`src/rtl/keylock_pkg.sv`:
```
package keylock_pkg;

    localparam logic [7:0] KEY_STEP1 = 8'hCA;
    localparam logic [7:0] KEY_STEP2 = 8'h53;

    typedef enum logic [1:0] {
        KL_LOCKED = 2'd0,
        KL_HALF   = 2'd1,
        KL_OPEN   = 2'd2
    } kl_state_e;

    typedef struct packed {
        kl_state_e st;
    } kl_fsm_t;

endpackage

```
`src/rtl/keylock_wait.sv`:
```
module keylock_wait #(
    parameter int WAIT_STATES = 2
) (
    input  logic clk,
    input  logic rst_n,
    input  logic req,
    output logic ack
);
    localparam int CW = $clog2(WAIT_STATES + 2);

    typedef struct packed {
        logic [CW-1:0] cnt;
    } wait_t;

    wait_t w_d, w_q;

    always_comb begin
        w_d = w_q;
        ack = req && (w_q.cnt == CW'(WAIT_STATES));
        if (!req || ack) begin
            w_d.cnt = '0;
        end else begin
            w_d.cnt = w_q.cnt + 1'b1;
        end
    end

    always_ff @(posedge clk or negedge rst_n) begin
        if (!rst_n) begin
            w_q <= '0;
        end else begin
            w_q <= w_d;
        end
    end
endmodule

```
`src/rtl/keylock_fsm.sv`:
```
module keylock_fsm
    import keylock_pkg::*;
(
    input  logic       clk,
    input  logic       por_n,
    input  logic       key_wr,
    input  logic [7:0] key_byte,
    output logic       unlocked
);
    kl_fsm_t f_d, f_q;

    always_comb begin
        f_d = f_q;
        if (key_wr) begin
            unique case (f_q.st)
                KL_HALF: f_d.st = (key_byte == KEY_STEP2) ? KL_OPEN : KL_LOCKED;
                default: f_d.st = (key_byte == KEY_STEP1) ? KL_HALF : KL_LOCKED;
            endcase
        end
    end

    always_ff @(posedge clk or negedge por_n) begin
        if (!por_n) begin
            f_q.st <= KL_LOCKED;
        end else begin
            f_q <= f_d;
        end
    end

    assign unlocked = (f_q.st == KL_OPEN);
endmodule

```
`src/rtl/keylock_gate.sv`:
```
module keylock_gate #(
    parameter int              AW             = 8,
    parameter int              DW             = 32,
    parameter logic [AW-1:0]   KEY_ADDR       = 8'h09,
    parameter logic [AW-1:0]   STAT_ADDR      = 8'h03,
    parameter logic [DW-1:0]   STAT_FREE_MASK = 32'h0000_3F00,
    parameter int              N_EXEMPT       = 2,
    parameter logic [N_EXEMPT*AW-1:0] EXEMPT_ADDRS = {8'h0F, 8'h0E},
    parameter int              BKP_BASE       = 20,
    parameter int              BKP_NUM        = 20
) (
    input  logic          commit,
    input  logic [AW-1:0] addr,
    input  logic          unlocked,
    output logic          is_key,
    output logic          bank_we,
    output logic [DW-1:0] bank_wmask
);
    localparam int BKP_END = BKP_BASE + BKP_NUM;

    logic [N_EXEMPT-1:0] ex_hit;
    logic                in_bkp;
    logic                always_ok;
    logic [DW-1:0]       mask;

    for (genvar i = 0; i < N_EXEMPT; i++) begin : g_exempt
        assign ex_hit[i] = (addr == EXEMPT_ADDRS[i*AW +: AW]);
    end

    always_comb begin
        in_bkp    = (int'(addr) >= BKP_BASE) && (int'(addr) < BKP_END);
        always_ok = (|ex_hit) || in_bkp;
        is_key    = (addr == KEY_ADDR);
        if (is_key) begin
            mask = '0;
        end else if (always_ok || unlocked) begin
            mask = '1;
        end else if (addr == STAT_ADDR) begin
            mask = STAT_FREE_MASK;
        end else begin
            mask = '0;
        end
        bank_wmask = commit ? mask : '0;
        bank_we    = commit && (|mask);
    end
endmodule

```
`src/rtl/keylock_guard.sv`:
```
module keylock_guard #(
    parameter int              AW             = 8,
    parameter int              DW             = 32,
    parameter int              WAIT_STATES    = 2,
    parameter logic [AW-1:0]   KEY_ADDR       = 8'h09,
    parameter logic [AW-1:0]   STAT_ADDR      = 8'h03,
    parameter logic [DW-1:0]   STAT_FREE_MASK = 32'h0000_3F00,
    parameter int              N_EXEMPT       = 2,
    parameter logic [N_EXEMPT*AW-1:0] EXEMPT_ADDRS = {8'h0F, 8'h0E},
    parameter int              BKP_BASE       = 20,
    parameter int              BKP_NUM        = 20
) (
    input  logic          clk,
    input  logic          por_n,
    input  logic          sys_rst_n,
    input  logic          acc_req,
    input  logic [AW-1:0] acc_addr,
    input  logic [DW-1:0] acc_wdata,
    output logic          acc_ack,
    output logic          bank_we,
    output logic [DW-1:0] bank_wmask,
    output logic          unlocked
);
    logic cnt_rst_n;
    logic is_key;

    assign cnt_rst_n = por_n && sys_rst_n;

    keylock_wait #(.WAIT_STATES(WAIT_STATES)) u_wait (
        .clk   (clk),
        .rst_n (cnt_rst_n),
        .req   (acc_req),
        .ack   (acc_ack)
    );

    keylock_fsm u_fsm (
        .clk      (clk),
        .por_n    (por_n),
        .key_wr   (acc_ack && is_key),
        .key_byte (acc_wdata[7:0]),
        .unlocked (unlocked)
    );

    keylock_gate #(
        .AW(AW), .DW(DW), .KEY_ADDR(KEY_ADDR), .STAT_ADDR(STAT_ADDR),
        .STAT_FREE_MASK(STAT_FREE_MASK), .N_EXEMPT(N_EXEMPT),
        .EXEMPT_ADDRS(EXEMPT_ADDRS), .BKP_BASE(BKP_BASE), .BKP_NUM(BKP_NUM)
    ) u_gate (
        .commit     (acc_ack),
        .addr       (acc_addr),
        .unlocked   (unlocked),
        .is_key     (is_key),
        .bank_we    (bank_we),
        .bank_wmask (bank_wmask)
    );
endmodule

```
`config.mk`:
```
export PLATFORM = sky130hd
export DESIGN_NAME = keylock_guard
export DESIGN_NICKNAME = d
export VERILOG_FILES = /design/src/rtl/keylock_pkg.sv /design/src/rtl/keylock_wait.sv /design/src/rtl/keylock_fsm.sv /design/src/rtl/keylock_gate.sv /design/src/rtl/keylock_guard.sv
export SDC_FILE = /design/constraint.sdc
export NUM_CORES = 1
export LEC_CHECK = 0
export BUFFER_PORTS_ARGS = -buffer_cell sky130_fd_sc_hd__buf_4
export CAP_MARGIN = 10
export CORE_MARGIN = 4
export CORE_UTILIZATION = 30
export DETAILED_ROUTE_END_ITERATION = 10
export PLACE_DENSITY = 0.85
export RECOVER_POWER = 100
export SETUP_SLACK_MARGIN = 0.05
export SLEW_MARGIN = 0
export SYNTH_ARGS = -nofsm -noshare
export SYNTH_HDL_FRONTEND = slang
export SYNTH_SLANG_ARGS = --single-unit
```
`constraint.sdc`:
```
create_clock -name clk -period 4.1 [get_ports clk]
set_clock_uncertainty 0.15 [all_clocks]
set_input_delay 0.615 -clock clk [delete_from_list [all_inputs] [get_ports clk]]
set_output_delay 0.615 -clock clk [all_outputs]
set_load 0.05 [all_outputs]
```
* After elaboration in Yosys (flattened, before gate mapping)
Cells that the tools add are included.
** Word-level totals
- Word-level logic and storage cells :: 33
- Register bits :: 4
** Cells by class
- Eq/ne operators :: 9
- Add/subtract/negate cells :: 1
- Magnitude comparators :: 2
- Muxes and demuxes :: 8
- Reductions and logical operators :: 11
** Operators by type and width (number)
- 32-bit 2-to-1 mux :: 3
- 32-bit OR reduction :: 1
- 8-bit by 4-bit equality test with 1-bit output (second input constant) :: 3
- 14-bit 2-to-1 mux :: 1
- 8-bit by 2-bit equality test with 1-bit output (second input constant) :: 1
- 8-bit by 7-bit equality test with 1-bit output (second input constant) :: 1
- 8-bit equality test (second input constant) :: 1
- 8-bit by 5-bit greater-or-equal comparator with 1-bit output (second input constant) :: 1
- 8-bit by 6-bit less-than comparator with 1-bit output (second input constant) :: 1
- 2-bit 2-to-1 mux :: 3
- 1-bit logical AND :: 5
- 2-bit equality test (second input constant) :: 2
- 1-bit logical OR :: 3
- 2-bit by 1-bit adder with 2-bit output (second input constant) :: 1
- 2-bit by 1-bit equality test with 1-bit output (second input constant) :: 1
- 2-bit OR reduction :: 1
- 1-bit logical NOT :: 1
- 1-bit 2-to-1 mux :: 1

* Logic depth before layout (Yosys ltp)
Gate-level depths: netlist (run 1).
- Depth after elaboration :: 8
- Depth in mapped cells :: 7
- Gate-level depth less buffers :: 6

* Hierarchy
From an unflattened synthesis (run 1), not the netlist that was laid out.
** Second synthesis, totals
- Cells, all modules :: 69
- Area, all modules :: 578.1 um2
** By module, submodules not included
- keylock_gate :: times used 1, area each 349.1 um2, cells each 47, sequential area each 0.0 um2
- keylock_fsm :: times used 1, area each 118.9 um2, cells each 13, sequential area each 50.0 um2
- keylock_wait :: times used 1, area each 97.6 um2, cells each 7, sequential area each 50.0 um2
- keylock_guard :: times used 1, area each 12.5 um2, cells each 2, sequential area each 0.0 um2

* Worst setup path before layout (run 1)
No wires, ideal clock.
- Path kind :: register -> output
- From :: reg u_fsm.f_q[0] (netlist bit)
- To :: out bank_wmask[14]
- Setup slack :: -0.882 ns
- Cell stages (with the launch flop) :: 6
- Buffers on the path :: 1
- Required time :: 3.335 ns
- Data arrival time :: 4.217 ns
- Cells stage by stage :: dfrtp_1 nor2b_1 a41o_1 a21oi_1 nor3_1 buf_4
** Between the ends
- Word-level cells in the longest chain between the ends :: 5
** Ends and longest elaborated chain
- start, declared :: line keylock_fsm.sv:10 : kl_fsm_t f_d, f_q;
- 2-bit equality test :: line keylock_fsm.sv:30 : assign unlocked = (f_q.st == KL_OPEN);
- named net unlocked :: line keylock_guard.sv:22 : output logic unlocked
- 1-bit logical OR :: line keylock_gate.sv:36 : end else if (always_ok || unlocked) begin
- 32-bit 2-to-1 mux :: line keylock_gate.sv:36
- 32-bit 2-to-1 mux :: line keylock_gate.sv:34 : if (is_key) begin
- 32-bit 2-to-1 mux :: line keylock_gate.sv:43 : bank_wmask = commit ? mask : '0;
- end, declared :: line keylock_guard.sv:21 : output logic [DW-1:0] bank_wmask,
The timed path passes the listed nets, and every way through them passes these cells.

* Final worst setup path (run 1)
- From :: in acc_addr[5]
- To :: out bank_wmask[28]
** Between the ends
- Word-level cells in the longest chain between the ends :: 7
- Elaborated cells on any way between the ends :: 12
- Classes of those cells :: order compare (2); eq/ne (3); mux (3); reduce/logical (4)
** Ends and longest elaborated chain
- start, declared :: line keylock_guard.sv:17 : input logic [AW-1:0] acc_addr,
- 8-bit by 5-bit greater-or-equal comparator with 1-bit output, or another cell as far along :: line keylock_gate.sv:31 : in_bkp = (int'(addr) >= BKP_BASE) && (int'(addr) < BKP_END);
- 1-bit logical AND or 2-bit OR reduction (tied branches) :: line keylock_gate.sv:31, keylock_gate.sv:32
- 1-bit logical OR :: line keylock_gate.sv:32 : always_ok = (|ex_hit) || in_bkp;
- 1-bit logical OR :: line keylock_gate.sv:36
- 32-bit 2-to-1 mux :: line keylock_gate.sv:36
- 32-bit 2-to-1 mux * :: line keylock_gate.sv:34
- 32-bit 2-to-1 mux * :: line keylock_gate.sv:43
Mark *: on every way between the ends. The rest lies on a longest branch, timed or not.

==> out/qor.csv, run 1 <==
metric,value,unit
Initial Utilization,0.325,
H-tree levels,1,
Post-Synth Simple-Gate Area,0.270,
CTS tree,yes,
DRC Markers,0,
post-synthesis mux area share,0.0389,
Setup CP Type,primary input to output pin,
post-synthesis sequential area ratio,0.173,
first-pass GRT wire length,2150,um
Fin Setup TNS,0,ns
syn_area_per_cell,8.40,sq um
drt wl/cell,11.7,um
top_reg_cell synth,dfrtp_1,
Int Power,96.3,uW
I/O pins,79,
setup repair bufs after CTS,0,
Max Clock Freq,0.301,GHz
period utilization,0.810,
slowest CP cell,nor4_1,
DP HPWL,1210,um
vias in the first global route,532,
final setup margin,0.781,ns
grt ovf,0,
number of synthesized flops with an enable pin,0,
Worst-Margin Slew,0.627,ns
"Clk Latency, worst-skew pair",0.23,ns
"Slew Viols, Final",0,
Initial DRC Count,0,
total CTS buffers,3,
Compound-Gate Fraction of Synth Area,0.0886,
Crit path top cell by count,buf_4,
outcome,completed,
antenna violations before repair,0,
final WL,1420,um
Die W,51.9,um
GRT Util Overall,0.103,
Slew Limit Headroom,0.584,
largest family of logic cells by synthesized area,buffers and inverters,
Pleak,0.308,nW
worst vdd ir,0.000118,V
#FFs+latches synth,4,
PortBufs,54,
Critical Path RT,3.34,ns
Reg power frac,0.309,
Comb pwr share,0.364,
clock share of power,0.327,
worst endpoint data arrival time,2.55,ns
"Area growth, synth to finish",16.4,%
"Cell Chain, Critical Path",buf_4 > nor4_1 > a41o_1 > a21oi_1 > nor3_2 > buf_4 > clkbuf_1,
WP buf/inv,3,
utilization after layout,0.378,
Clock Pin Slew Worst Setup and Hold Paths,0.03,ns
syn nets,114,
Post-Synth XOR/XNOR Area,0,
"delay-heaviest family, CP",buffers and inverters,
share of post-route cells with drive strength above 1,0.258,
PD cells,214,nW/um^2
Inserted Diodes,0,
min Tclk post-route,3.32,ns
die area,2700,sq um
Power Total,144,uW
hold crit path type,primary input to async pin,
Core Box Area,1780,sq um
routability cong.,0.665,
clock net sink count,4,
hold slack,0.0217,ns
asr flop ratio synth,1.00,
sw frac,0.332,
RSZ-0062 raised after global routing,no,
Fillers,228,
Finished Layout Cells,122,
Worst setup SP type,primary input,
pin count of the biggest net entering global routing,27,
post-placement setup slack,1.24,ns
hold buffers post-CTS,0,
dpl cells,119,
critical path peak fanout,26,
NumNets Final,144,
synthesized area,579,sq um
CTS Buffer Depth,2,
Chip Height,51.9,um
Cells after Synth,69,
final instance area,674,sq um
Final Hold Vio Count,0,
placed inst area,803,sq um
post_cts resized,0,
Adder-Cell Fraction of Synth Area,0.0216,
max cap viols,0,
# setup viols final,0,
drt first pass iters,1,
Root Buffer,clkbuf_4,
post-DR vias/cell,4.31,
crit end category,output pin,
Rows,15,
Ys Warns,0,
Sw Pwr,47.8,uW
Via Count,526,
post-synthesis cell type count,25,
"antenna viol nets, final",0,
CP max stage delay,0.53,ns
layout by cell type, fill, tap and decap left out, types with 2 or more instances in the layout:
cell type,count
clkbuf_1,35
buf_4,20
nor2_1,5
dfrtp_1,4
nand2_1,3
inv_1,3
o22ai_1,3
clkbuf_4,3
o21ai_0,2
nor4_1,2
mux2_1,2
state kept, by name (all words and copies together) (netlist names):
register    count
u_fsm.f_q       2
u_wait.w_q      2
per-layer routing:
metal	share of wire	wire length [um]	global-route usage
met5	0	0	0
met4	0	0	0.0524
met3	0.20	288	0.0372
met2	0.49	693	0.203
met1	0.31	441	0.0881
cell usage after synthesis (2+ instances only):
| cell | n | area share |
|---|---|---|
| buf_4 | 30 | 0.39 |
| nor2_1 | 5 | 0.032 |
| dfrtp_1 | 4 | 0.17 |
| inv_1 | 3 | 0.019 |
| nand2_1 | 3 | 0.019 |
| o22ai_1 | 3 | 0.032 |
| mux2_1 | 2 | 0.039 |
| o21ai_0 | 2 | 0.017 |
final cells by class:
type	count	area, sq um	area share
inverters	3	11.3	0.0167
well taps	25	31.3	0.0464
flip-flops and latches	4	100	0.148
repair buffers	55	282	0.417
clock buffers	3	22.5	0.0334
multi-input cells	32	228	0.338
worst paths after layout:
path | depth (start not counted) | slack [ns] | endpoint | from
worst max register to register | 5 | 2.53 | u_fsm.f_q[0] | u_wait.w_q[0]
min in group clk | 1 | 0.27 | u_wait.w_q[0] | u_wait.w_q[0]
worst min-delay path | 1 | 0.02 | u_fsm.f_q[1] | por_n
worst min register to register | 1 | 0.27 | u_wait.w_q[0] | u_wait.w_q[0]
worst max-delay path | 7 | 0.78 | bank_wmask[28] | acc_addr[5]
max in group asynchronous | 2 | 3.45 | u_wait.w_q[1] | por_n
kinds of logic (layout without fill, tap and decap cells):
logic type | Yosys count | after routing
buffers and inverters | 33 | 61
AND/OR/NAND/NOR | 21 | 21
AO/OA/AOI/OAI | 8 | 8
flip-flops | 4 | 4
multiplexers | 2 | 2
adder cells (fa/ha/maj) | 1 | 1
power groups by stage:
stage	combinational, mW	sequential, mW	clock (mW)
CTS	0.0589	0.0446	0.0503
global route	0.0577	0.0449	0.0518
finish	0.0524	0.0445	0.0471
floorplan	0.0356	0.0449	0
detailed placement	0.0587	0.0451	0
global placement	0.0565	0.0450	0
No activity file was read; power rests on OpenSTA's default activity.
==> run 2: changes to the inputs <==
Clock period 4.1 ns to 3.4 ns, I/O delays scaled along.
==> out/qor.csv, run 2 (synthesis gave the netlist of run 1 again) <==
metric,value,unit
Die W,51.9,um
period utilization,0.858,
"most common cell after layout, fill and taps aside",buf_4,
routability cong.,0.748,
final WL,1380,um
"Slew Viols, Final",0,
Crit path top cell by count,buf_4,
vias in the first global route,470,
area taken by multi-input logic gates,234,sq um
Worst setup startpoint,acc_addr[5],
post_cts resized,0,
Slew Limit Headroom,0.596,
drt first pass iters,3,
pin count of the biggest net entering global routing,27,
Rows,15,
min Tclk post-route,2.92,ns
CP max stage delay,0.51,ns
CTS tree,yes,
Pleak,0.429,nW
Int Power,118,uW
Max Clock Freq,0.343,GHz
clock share of power,0.326,
Setup CP Type,primary input to output pin,
worst endpoint data arrival time,2.26,ns
"Area growth, synth to finish",28.9,%
slowest CP cell,nor4_1,
most frequent cells in the layout,"27 x buf_4, 24 x clkbuf_2, 5 x nor2_1",
setup repair bufs after CTS,0,
"antenna viol nets, final",0,
hold buffers post-CTS,1,
worst r2r dst,u_fsm.f_q[0],
Worst setup SP type,primary input,
die area,2700,sq um
Initial DRC Count,2,
Crit Reg-Reg Startpoint,u_wait.w_q[0],
Clock Pin Slew Worst Setup and Hold Paths,0.04,ns
WP buf/inv,3,
Chip Height,51.9,um
clock net sink count,4,
Critical Path Sink,bank_wmask[20],
"delay-heaviest family, CP",buffers and inverters,
post-DR vias/cell,4.37,
I/O pins,79,
PortBufs,54,
# setup viols final,0,
"Cell Chain, Critical Path",buf_4 > nor4_1 > a41o_1 > a21oi_1 > nor3_4 > buf_4 > clkbuf_2,
Comb pwr share,0.371,
Root Buffer,clkbuf_4,
r2r worst-path depth,5,
DRC Markers,0,
grt ovf,0,
outcome,completed,
hold crit path type,primary input to async pin,
Initial Utilization,0.325,
Sw Pwr,59.2,uW
GRT Util Overall,0.0890,
H-tree levels,1,
"Clk Latency, worst-skew pair",0.23,ns
critical path depth,7,
max cap viols,0,
Core Box Area,1780,sq um
Finished Layout Cells,123,
Reg area,100,sq um
Reg power frac,0.302,
Via Count,537,
dpl cells,119,
sw frac,0.333,
Worst-Margin Slew,0.609,ns
NumNets Final,145,
worst vdd ir,0.000177,V
Critical Path RT,2.74,ns
Fillers,198,
critical path peak fanout,26,
crit end category,output pin,
Inserted Diodes,0,
PD cells,238,nW/um^2
drt wl/cell,11.3,um
first-pass GRT wire length,1810,um
Fin Setup TNS,0,ns
RSZ-0062 raised after global routing,no,
R2R Setup Slk,1.76,ns
total CTS buffers,3,
antenna violations before repair,0,
CTS Buffer Depth,2,
Final Hold Vio Count,0,
top flop regs,"u_fsm.f_q x2, u_wait.w_q x2",
DP HPWL,1210,um
share of post-route cells with drive strength above 1,0.571,
## run 2: stage by stage
| step | cell area (sq um) | setup slack [ns] | hold WS [ns] | utilization | total power [mW] |
|---|---|---|---|---|---|
| floorplan | 597 | 0.0866 | 0.0644 | - | 0.0982 |
| global placement | 816 | 0.790 | 0.148 | 0.458 | 0.124 |
| detailed placement | 816 | 0.732 | 0.148 | 0.458 | 0.126 |
| CTS | 848 | 0.725 | 0.000732 | 0.476 | 0.189 |
| global route | 747 | 0.320 | 0.0323 | 0.419 | 0.186 |
| finish | 747 | 0.484 | 0.0228 | 0.419 | 0.178 |
## run 2: final cells by class
| class | instances | share of cell area |
|---|---|---|
| inverters | 3 | 0.0151 |
| well taps | 25 | 0.0419 |
| flip-flops and latches | 4 | 0.134 |
| clock buffers | 3 | 0.0302 |
| multi-input cells | 32 | 0.313 |
| repair buffers | 56 | 0.466 |
## run 2: worst min-delay path by stage
stage	slack [ns]	endpoint	start
after floorplan	0.06	u_fsm.f_q[0]	por_n
after global placement	0.15	u_fsm.f_q[1]	por_n
after detailed placement	0.15	u_fsm.f_q[0]	por_n
after CTS	0.0007	u_wait.w_q[1]	sys_rst_n
after global routing	0.03	u_wait.w_q[0]	sys_rst_n
final	0.02	u_wait.w_q[1]	sys_rst_n
## run 2: power groups by stage
stage / Clock, mW / Sequential [mW] / Combinational, mW
after floorplan: 0 / 0.0542 / 0.0440
after CTS: 0.0629 / 0.0538 / 0.0726
after global placement: 0 / 0.0543 / 0.0696
after global routing: 0.0608 / 0.0540 / 0.0709
after detailed placement: 0 / 0.0545 / 0.0716
final: 0.0580 / 0.0537 / 0.0659
## run 2: per-layer routing
layer  GRT usage  wire (um)  vias to the layer above
li1            -          -                      266
met1      0.0712        453                      238
met2       0.174        727                       33
met3      0.0287        203                        0
met4      0.0655          0                        0
met5           0          0                        -
==> run 3: changes to the inputs <==
Settings changed: ABC_AREA set to 1, CELL_PAD_IN_SITES_DETAIL_PLACEMENT set to 2, CELL_PAD_IN_SITES_GLOBAL_PLACEMENT set to 2, CORE_UTILIZATION 30 to 12, PLACE_DENSITY 0.85 to 0.82.
==> out/qor.csv, run 3 <==
metric,value,unit
GRT Util Overall,0.0518,
PD cells,295,nW/um^2
Inserted Diodes,0,
syn_area_per_cell,6.20,sq um
Root Buffer,clkbuf_8,
Max Clock Freq,0.355,GHz
critical path peak fanout,26,
Die W,79.2,um
"top cells by area, synth","buf_4 37%, dfrtp_1 16%, nand2_1 13%",
worst r2r dst,u_fsm.f_q[1],
CTS Buffer Depth,2,
post-synthesis sequential area ratio,0.165,
hold slack,0.0190,ns
share of post-route cells with drive strength above 1,0.206,
die area,6270,sq um
drt wl/cell,9.52,um
dpl cells,189,
Critical Path Sink,bank_wmask[5],
worst endpoint data arrival time,2.15,ns
crit end category,output pin,
leading area contributor after synthesis,buf_4,
top flop regs,"u_fsm.f_q x2, u_wait.w_q x2",
Initial DRC Count,2,
first-pass GRT wire length,2640,um
Slew Limit Headroom,0.590,
I/O pins,79,
Worst setup SP type,flip-flop,
Synth top area share,0.370,
"antenna viol nets, final",0,
vias in the first global route,643,
Worst-Margin Slew,0.618,ns
CTS tree,yes,
RSZ-0062 raised after global routing,no,
#FFs+latches synth,4,
"Cell Chain, Critical Path",inv_1 > ha_1 > nand2_1 > nor2_1 > nand2_1 > inv_1 > clkbuf_1,
CP max stage delay,0.55,ns
slowest CP cell,clkbuf_1,
Setup CP Type,flip-flop to output pin,
Finished Layout Cells,193,
Clock Pin Slew Worst Setup and Hold Paths,0.03,ns
# setup viols final,0,
period utilization,0.827,
Post-synth top cells,"30 x buf_4, 21 x nand2_1, 14 x inv_1",
grt ovf,0,
cell with the most instances after synthesis,buf_4,
utilization after layout,0.163,
total CTS buffers,3,
worst vdd ir,0.000179,V
asr flop ratio synth,1.00,
"Area growth, synth to finish",29.2,%
"most common cell after layout, fill and taps aside",clkbuf_1,
Rows,25,
"Slew Viols, Final",0,
outcome,completed,
pin count of the biggest net entering global routing,27,
most frequent cells in the layout,"36 x clkbuf_1, 22 x nand2_1, 18 x buf_4",
setup repair bufs after CTS,0,
Chip Height,79.2,um
Fillers,662,
Via Count,631,
PortBufs,54,
drt first pass iters,2,
DP HPWL,1630,um
Crit Reg-Reg Startpoint,u_wait.w_q[0],
syn nets,143,
synthesized area,608,sq um
area taken by multi-input logic gates,223,sq um
hold crit path type,primary input to async pin,
Core Box Area,4820,sq um
DRC Markers,0,
antenna violations before repair,0,
Initial Utilization,0.126,
post-synthesis cell type count,13,
number of synthesized flops with an enable pin,0,
clock net sink count,4,
r2r worst-path depth,8,
H-tree levels,1,
R2R Setup Slk,2.03,ns
min Tclk post-route,2.81,ns
max cap viols,0,
Pleak,0.395,nW
Critical Path RT,2.74,ns
Worst setup startpoint,u_wait.w_q[0],
Cells after Synth,98,
Reg area,100,sq um
"Clk Latency, worst-skew pair",0.21,ns
NumNets Final,173,
Fin Setup TNS,0,ns
Final Hold Vio Count,0,
post-DR vias/cell,3.27,
final WL,1840,um
routability cong.,0.684,
top_reg_cell synth,dfrtp_1,
Ys Warns,0,
run 3: changes by cell type after synthesis, moves of 3 or more:
cell / delta
nand2_1: +18
inv_1: +11
nor2_1: +7
nand3_1: +4
nor3_1: +4
o22ai_1: -3
run 3: per-layer routing:
metal  global-route usage  routed length (um)  share of wire
met1               0.0599                 688           0.37
met2               0.0926                 902           0.49
met3               0.0102                 247           0.13
met4               0.0206                   0              0
met5                    0                   0              0
run 3: worst min-delay path by stage:
stage,end,depth (start not counted)
after global placement,u_fsm.f_q[1],1
after detailed placement,u_fsm.f_q[0],1
final,u_wait.w_q[0],3
after global routing,u_wait.w_q[0],3
after floorplan,u_fsm.f_q[0],0
after CTS,u_wait.w_q[0],3
run 3: logic make-up after synthesis:
family | share of synthesized area
buf+inv | 0.465
simple gates | 0.350
flops | 0.165
fa+ha+maj | 0.0206
run 3: stage by stage:
stage / total power, mW / cell area [sq um] / setup slack (ns)
6_report: 0.232 / 786 / 0.587
5_1_grt: 0.248 / 786 / 0.353
4_1_cts: 0.246 / 923 / 0.672
3_5_place_dp: 0.144 / 872 / 0.740
3_3_place_gp: 0.140 / 872 / 0.781
2_1_floorplan: 0.113 / 608 / 0.408
run 3: timing repair:
item | CTS | global route
resized for setup | 0 | 0
hold endpoints to repair | 2 | 0
hold buffers | 1 | 0
run 3: power by group:
part	switching (mW)	internal (mW)	total, mW
clock network	0.0220	0.0752	0.0973
logic	0.0537	0.0268	0.0805
registers	0.00184	0.0525	0.0543
run 3: layout make-up:
type,count,share of cell area
tap,67,0.107
sequential,4,0.127
inverter,15,0.0732
timing repair buffer,55,0.357
clock buffer,3,0.0525
multi-input combinational,49,0.283
run 3: worst max-delay path: cells and delay by family, from the launching register on:
kind	cells	cell delay, ns
adders and majority gates	1	0.18
buffers and inverters	3	1.06
DFF	1	0.37
and+or+nand+nor	3	0.33
